### src/rtl/vga_tgen_pkg.sv
package vga_tgen_pkg;

   // Extra bits carried by span sums so that four maximal spans never overflow.
   localparam int unsigned SUM_GUARD = 2;

   // Per-axis zone flags, already gated by the enable.
   typedef struct packed {
      logic vis;
      logic sync;
   } axis_zone_t;

endpackage

### src/rtl/tgen_axis.sv
module tgen_axis
   import vga_tgen_pkg::*;
#(
   parameter int unsigned W = 12
)
(
   input  logic                 clk,
   input  logic                 rst_n,
   input  logic                 run,
   input  logic                 step,
   input  logic [W-1:0]         len_vis,
   input  logic [W-1:0]         len_front,
   input  logic [W-1:0]         len_sync,
   input  logic [W-1:0]         len_back,
   output logic [W-1:0]         pos,
   output axis_zone_t           zone,
   output logic [W+SUM_GUARD-1:0] remain
);

   localparam int unsigned SW = W + SUM_GUARD;

   if (W < 2) begin : g_bad_width
      $error("tgen_axis: W must be at least 2");
   end

   logic [SW-1:0] pos_w;
   logic [SW-1:0] sync_lo;
   logic [SW-1:0] sync_hi;
   logic [SW-1:0] period;
   logic          at_end;

   always_comb begin
      pos_w     = SW'(pos);
      sync_lo   = SW'(len_vis) + SW'(len_front);
      sync_hi   = sync_lo + SW'(len_sync);
      period    = sync_hi + SW'(len_back);
      remain    = (pos_w >= period) ? '0 : (period - pos_w);
      at_end    = (remain <= SW'(1));
      zone.vis  = run && (pos < len_vis);
      zone.sync = run && (pos_w >= sync_lo) && (pos_w < sync_hi);
   end

   always_ff @(posedge clk or negedge rst_n) begin
      if (!rst_n)
         pos <= '0;
      else if (!run)
         pos <= '0;
      else if (step)
         pos <= at_end ? '0 : (pos + 1'b1);
   end

   assert_wrap_to_zero_R1: assert property (@(posedge clk) disable iff (!rst_n)
      (run && step && at_end) |=> (pos == '0));

   assert_hold_without_step_R1: assert property (@(posedge clk) disable iff (!rst_n)
      (run && !step) |=> $stable(pos));

   assert_idle_clears_R8: assert property (@(posedge clk) disable iff (!rst_n)
      !run |=> (pos == '0));

endmodule

### src/rtl/tgen_fetch.sv
module tgen_fetch
   import vga_tgen_pkg::*;
#(
   parameter int unsigned HW = 12,
   parameter int unsigned VW = 10
)
(
   input  logic                    run,
   input  logic [HW-1:0]           lead,
   input  logic [HW-1:0]           hpos,
   input  logic [HW+SUM_GUARD-1:0] h_remain,
   input  logic [VW-1:0]           vpos,
   input  logic [VW+SUM_GUARD-1:0] v_remain,
   input  logic [VW-1:0]           v_vis_len,
   output logic                    go
);

   localparam int unsigned HSW = HW + SUM_GUARD;

   logic [VW:0] vnext;
   logic        frame_last;
   logic        cur_vis;
   logic        next_vis;

   always_comb begin
      vnext      = {1'b0, vpos} + 1'b1;
      frame_last = (v_remain <= (VW+SUM_GUARD)'(1));
      cur_vis    = (vpos < v_vis_len);
      next_vis   = frame_last ? (v_vis_len != '0) : (vnext < {1'b0, v_vis_len});
      if (lead == '0)
         go = run && (hpos == '0) && cur_vis;
      else
         go = run && (h_remain == HSW'(lead)) && next_vis;
   end

endmodule

### src/rtl/tgen_scale.sv
module tgen_scale #(
   parameter int unsigned VW      = 10,
   parameter bit          HALF_OK = 1'b1
)
(
   input  logic          vis,
   input  logic          full,
   input  logic          hpos_lsb,
   input  logic [VW-1:0] vpos,
   output logic          adv,
   output logic [VW-1:0] src_row
);

   if (HALF_OK) begin : g_dual
      always_comb begin
         adv     = vis && (full || !hpos_lsb);
         src_row = full ? vpos : (vpos >> 1);
      end
   end else begin : g_full_only
      logic unused_sel;
      always_comb begin
         unused_sel = full ^ hpos_lsb;
         adv        = vis;
         src_row    = vpos;
      end
   end

endmodule

### src/rtl/vga_tgen.sv
module vga_tgen
   import vga_tgen_pkg::*;
#(
   parameter int unsigned HW      = 12,
   parameter int unsigned VW      = 10,
   parameter bit          HALF_OK = 1'b1
)
(
   input  logic          clk,
   input  logic          rst_n,
   input  logic          disp_en,
   input  logic          full_res,
   input  logic [HW-1:0] h_vis,
   input  logic [HW-1:0] h_front,
   input  logic [HW-1:0] h_sync,
   input  logic [HW-1:0] h_back,
   input  logic [VW-1:0] v_vis,
   input  logic [VW-1:0] v_front,
   input  logic [VW-1:0] v_sync,
   input  logic [VW-1:0] v_back,
   input  logic          hsync_pol,
   input  logic          vsync_pol,
   input  logic [HW-1:0] fetch_lead,
   output logic          hsync,
   output logic          vsync,
   output logic          video_on,
   output logic          fetch_go,
   output logic          pix_adv,
   output logic [HW-1:0] pix_x,
   output logic [VW-1:0] pix_y,
   output logic [VW-1:0] src_y
);

   localparam int unsigned HSW = HW + SUM_GUARD;
   localparam int unsigned VSW = VW + SUM_GUARD;

   if (HW < 11) begin : g_hw_small
      $error("vga_tgen: HW below 11 cannot hold wide modes");
   end
   if (VW < 10) begin : g_vw_small
      $error("vga_tgen: VW below 10 cannot hold 768 lines");
   end

   axis_zone_t      h_zone;
   axis_zone_t      v_zone;
   logic [HSW-1:0]  h_remain;
   logic [VSW-1:0]  v_remain;
   logic            line_end;

   assign line_end = (h_remain <= HSW'(1));

   tgen_axis #(.W(HW)) i_h_axis (
      .clk       (clk),
      .rst_n     (rst_n),
      .run       (disp_en),
      .step      (1'b1),
      .len_vis   (h_vis),
      .len_front (h_front),
      .len_sync  (h_sync),
      .len_back  (h_back),
      .pos       (pix_x),
      .zone      (h_zone),
      .remain    (h_remain)
   );

   tgen_axis #(.W(VW)) i_v_axis (
      .clk       (clk),
      .rst_n     (rst_n),
      .run       (disp_en),
      .step      (line_end),
      .len_vis   (v_vis),
      .len_front (v_front),
      .len_sync  (v_sync),
      .len_back  (v_back),
      .pos       (pix_y),
      .zone      (v_zone),
      .remain    (v_remain)
   );

   tgen_fetch #(.HW(HW), .VW(VW)) i_fetch (
      .run       (disp_en),
      .lead      (fetch_lead),
      .hpos      (pix_x),
      .h_remain  (h_remain),
      .vpos      (pix_y),
      .v_remain  (v_remain),
      .v_vis_len (v_vis),
      .go        (fetch_go)
   );

   tgen_scale #(.VW(VW), .HALF_OK(HALF_OK)) i_scale (
      .vis      (video_on),
      .full     (full_res),
      .hpos_lsb (pix_x[0]),
      .vpos     (pix_y),
      .adv      (pix_adv),
      .src_row  (src_y)
   );

   always_comb begin
      video_on = h_zone.vis && v_zone.vis;
      hsync    = hsync_pol ? h_zone.sync : !h_zone.sync;
      vsync    = vsync_pol ? v_zone.sync : !v_zone.sync;
   end

   assert_line_holds_R1: assert property (@(posedge clk) disable iff (!rst_n)
      (disp_en && !line_end) |=> $stable(pix_y));

   assert_sync_outside_visible_R3: assert property (@(posedge clk) disable iff (!rst_n)
      video_on |-> (!h_zone.sync && !v_zone.sync));

   assert_zero_lead_in_visible_R5: assert property (@(posedge clk) disable iff (!rst_n)
      (fetch_go && (fetch_lead == '0) && (h_vis != '0)) |-> video_on);

   assert_adv_in_visible_R6: assert property (@(posedge clk) disable iff (!rst_n)
      pix_adv |-> video_on);

   assert_src_row_bound_R6: assert property (@(posedge clk) disable iff (!rst_n)
      disp_en |-> (src_y <= pix_y));

   assert_disabled_origin_R8: assert property (@(posedge clk) disable iff (!rst_n)
      !disp_en |=> ((pix_x == '0) && (pix_y == '0)));

endmodule

### config.mk
export PLATFORM = sky130hd
export DESIGN_NAME = vga_tgen
export DESIGN_NICKNAME = d
export VERILOG_FILES = /design/src/rtl/vga_tgen_pkg.sv /design/src/rtl/tgen_axis.sv /design/src/rtl/tgen_fetch.sv /design/src/rtl/tgen_scale.sv /design/src/rtl/vga_tgen.sv
export SDC_FILE = /design/constraint.sdc
export NUM_CORES = 1
export LEC_CHECK = 0
export BUFFER_PORTS_ARGS = -buffer_cell sky130_fd_sc_hd__buf_2
export CORE_MARGIN = 2
export CORE_UTILIZATION = 56
export DETAILED_ROUTE_END_ITERATION = 8
export PLACE_DENSITY = 0.85
export SYNTH_ARGS = -nofsm -noshare
export SYNTH_HDL_FRONTEND = slang
export SYNTH_SLANG_ARGS = --single-unit
### constraint.sdc
create_clock -name clk -period 15.9 [get_ports clk]
set_input_delay 0 -clock clk [delete_from_list [all_inputs] [get_ports clk]]
set_output_delay 0 -clock clk [all_outputs]
set_load 0.01 [all_outputs]
==> impl_metrics.yaml <==
outcome:
  status: "completed"
drt:
  routed_via_density: 5.920
  wl_mm: 20.06
  routed.top_layer: "met4"
  wl_met3_mm: 1.587
  drtIter0Drc: 569
  wl_per_cell_um: 16.06
  vias: 7394
  wl_met1_mm: 9.171
  wl_met2_mm: 8.994
  drc: 0
  first_pass_iters: 5
  antenna_left: 0
synthesis:
  synth_nets: 1216
  syn_inst: 938
  synth_top_area_cell: "ha_1"
  synth_seq_cells: 22
  postSynthAreaPerCell_um2: 7.781
  synth.distinct_cells: 76
  synth_ff_type: "dfrtp_1"
  yosysWarnings: 0
  synth_seq_area_share_pct: 7.543
  synthArstFlopShare_pct: 100.0
  yosysTopAreaCellShare_pct: 28.12
  netlist_area_um2: 7298
  synth_edf_count: 0
  synth_area_leaders: "ha_1, xnor2_1, dfrtp_1"
cells_and_area:
  antenna_cells: 0
  layout_commonest_cell: "ha_1"
  fin_cells: 1249
  finalNetCount: 1357
  drive_gt1_share_pct: 14.95
  area_growth_pct: 13.41
  layout_common_cells: "ha_1, buf_2, inv_1, a21oi_1, xnor2_1"
  post-route-cell-area_um2: 8277
floorplan:
  start_util_pct: 57.60
  ios: 143
  core_um2: 12670
  die_w_um: 118.2
  rows: 41
  die-area_um2: 13960
  die_h_um: 118.2
timing:
  setup_viol: 0
  fmax_mhz: 147.3
  post-route-min-period_ns: 6.788
  finalCritPeriodShare_pct: 42.69
  final_max_slew_viol_count: 0
  final-hold-violation-count: 0
  max_slew_margin_pct: 47.14
  tns_ns: 0
  skew_ns: 0.001699
  final.setup.worst_slack_ns: 9.112
  rsz0062_at_grt: "no"
  tightest_slew_ns: 0.7929
  holdWs_ns: 0.2011
clock_tree:
  cts.sinks: 22
  htree_levels: 1
  root_buffer: "clkbuf_16"
  path_clk_slew_ns: 0.05
  cts_made_buffers: 3
  clk_latency_ns: 0.25
  cts_tree: "yes"
  clockBufferDepth: 2
  cts_resized: 0
critical_path:
  crit_fanout: 11
  cp-end-kind: "output pin"
  critPathRequiredTime_ns: 15.90
  timing.critical_path.mode_cell: "ha_1"
  slowest_stage: "a2111oi_4"
  worstSetupStartpointType: "input pin"
  arrival_ns: 6.79
  critPathKind: "in -> out"
  worst_path_largest_cell_delay_ns: 0.72
global_routing:
  antenna_found_initial: 0
  overflow: 0
  grt_start_max_net_pins: 23
  grt_pass1_wl_mm: 33.05
  grt_pass1_vias: 7038
  grtUsageTotal_pct: 28.34
min_path:
  hold_path_class: "in -> reg"
place:
  post_dp_cell_area_um2: 8192
  pre_cts_ws_ns: 9.228
  gp_congestion: 0.9686
  dp_hpwl_mm: 17.32
  port_buffers: 142
  post-place-cells: 1245
run:
  maxCapViolCount: 0
power_and_ir_drop:
  p_leak_nw: 4.475
  powerDensity_nw_per_um2: 168.2
  max-vdd-ir-drop_v: 0.00008716
synth_stat cells (4+ instances only):
| library cell | count |
|---|---|
| nor2b_1 | 14 |
| o2111ai_1 | 5 |
| ha_1 | 164 |
| nand4_1 | 10 |
| o31a_1 | 7 |
| nand2b_1 | 16 |
| o211ai_1 | 5 |
| or3_1 | 4 |
| o31ai_1 | 4 |
| nand2_1 | 36 |
| a21o_1 | 57 |
| and3_1 | 16 |
| o21ai_0 | 41 |
| nor2_1 | 56 |
| o21bai_1 | 13 |
| nand3_1 | 21 |
| o21a_1 | 16 |
| a31oi_1 | 6 |
| a21oi_1 | 70 |
| xnor2_1 | 68 |
| inv_1 | 115 |
| fa_1 | 8 |
| nor3_1 | 22 |
| a21boi_1 | 8 |
| a211oi_1 | 12 |
| and2_1 | 9 |
| nor4_1 | 6 |
| dfrtp_1 | 22 |
| a221oi_1 | 4 |
| xor2_1 | 23 |
| o21ai_1 | 19 |
worst max-delay path, delay by kind of cell:
family | cells | cell delay [ns]
multiplexers | 1 | 0.29
AND/OR/NAND/NOR | 4 | 1.02
buffers and inverters | 2 | 0.32
AO/OA/AOI/OAI | 11 | 2.95
adder cells (fa/ha/maj) | 5 | 1.52
XOR/XNOR | 4 | 0.68
stage by stage:
step	util, %	total power [mW]
2_1_floorplan	-	1.083
3_3_place_gp	64.65	1.295
3_5_place_dp	64.65	1.320
4_1_cts	65.32	1.377
5_1_grt	65.32	1.548
6_report	65.32	1.392
power breakdown:
part | leakage [nW] | internal, mW | switching, mW
Sequential | 0.305 | 0.0594 | 0.0106
Clock | 0.0370 | 0.0331 | 0.0171
Combinational | 4.13 | 0.541 | 0.731
sequential cells by signal, summed over array words and instances, names as in the netlist:
register,flops
i_h_axis.pos,12
i_v_axis.pos,10
what timing repair did:
| action | CTS | global route |
|---|---|---|
| hold endpoints to repair | 22 | 0 |
| buffers inserted | 0 | 0 |
| hold buffers | 1 | 0 |
worst paths after layout:
kind | end | slack, ns | depth (start not counted) | from
setup / recovery | fetch_go | 9.11 | 27 | v_vis[0]
hold / removal | i_v_axis.pos[2]$_DFFE_PN0P_ | 0.20 | 2 | disp_en
setup reg to reg | i_v_axis.pos[6]$_DFFE_PN0P_ | 11.67 | 12 | i_v_axis.pos[1]$_DFFE_PN0P_
hold reg to reg | i_h_axis.pos[0]$_DFF_PN0_ | 0.68 | 1 | i_h_axis.pos[0]$_DFF_PN0_
max in group asynchronous | i_h_axis.pos[9]$_DFF_PN0_ | 15.32 | 2 | rst_n
min in group asynchronous | i_v_axis.pos[0]$_DFFE_PN0P_ | 0.25 | 2 | rst_n
routing by layer:
| metal | up-vias | track usage (%) |
|---|---|---|
| met5 | - | 0 |
| met4 | 0 | 6.551 |
| met3 | 29 | 3.330 |
| met2 | 288 | 46.75 |
| met1 | 3388 | 39.46 |
| li1 | 3689 | - |
area by class of cell:
cell class / instances / area, µm²
Multi-Input combinational cell: 793 / 6276
Sequential cell: 22 / 550.5
Timing Repair Buffer: 144 / 728.2
Clock buffer: 3 / 75.07
Fill cell: 1131 / 4394
Inverter: 115 / 431.7
Tap cell: 172 / 215.2
cells by family after synthesis:
family                     share of synthesized area [%]
DFF                                                7.543
buffers and inverters                              6.463
and+or+nand+nor                                    15.91
adders and majority gates                          30.31
AOI/OAI and AO/OA                                  28.27
xor gates and xnor gates                           11.23
muxes                                             0.2743
No activity file was read; power rests on OpenSTA's default activity.
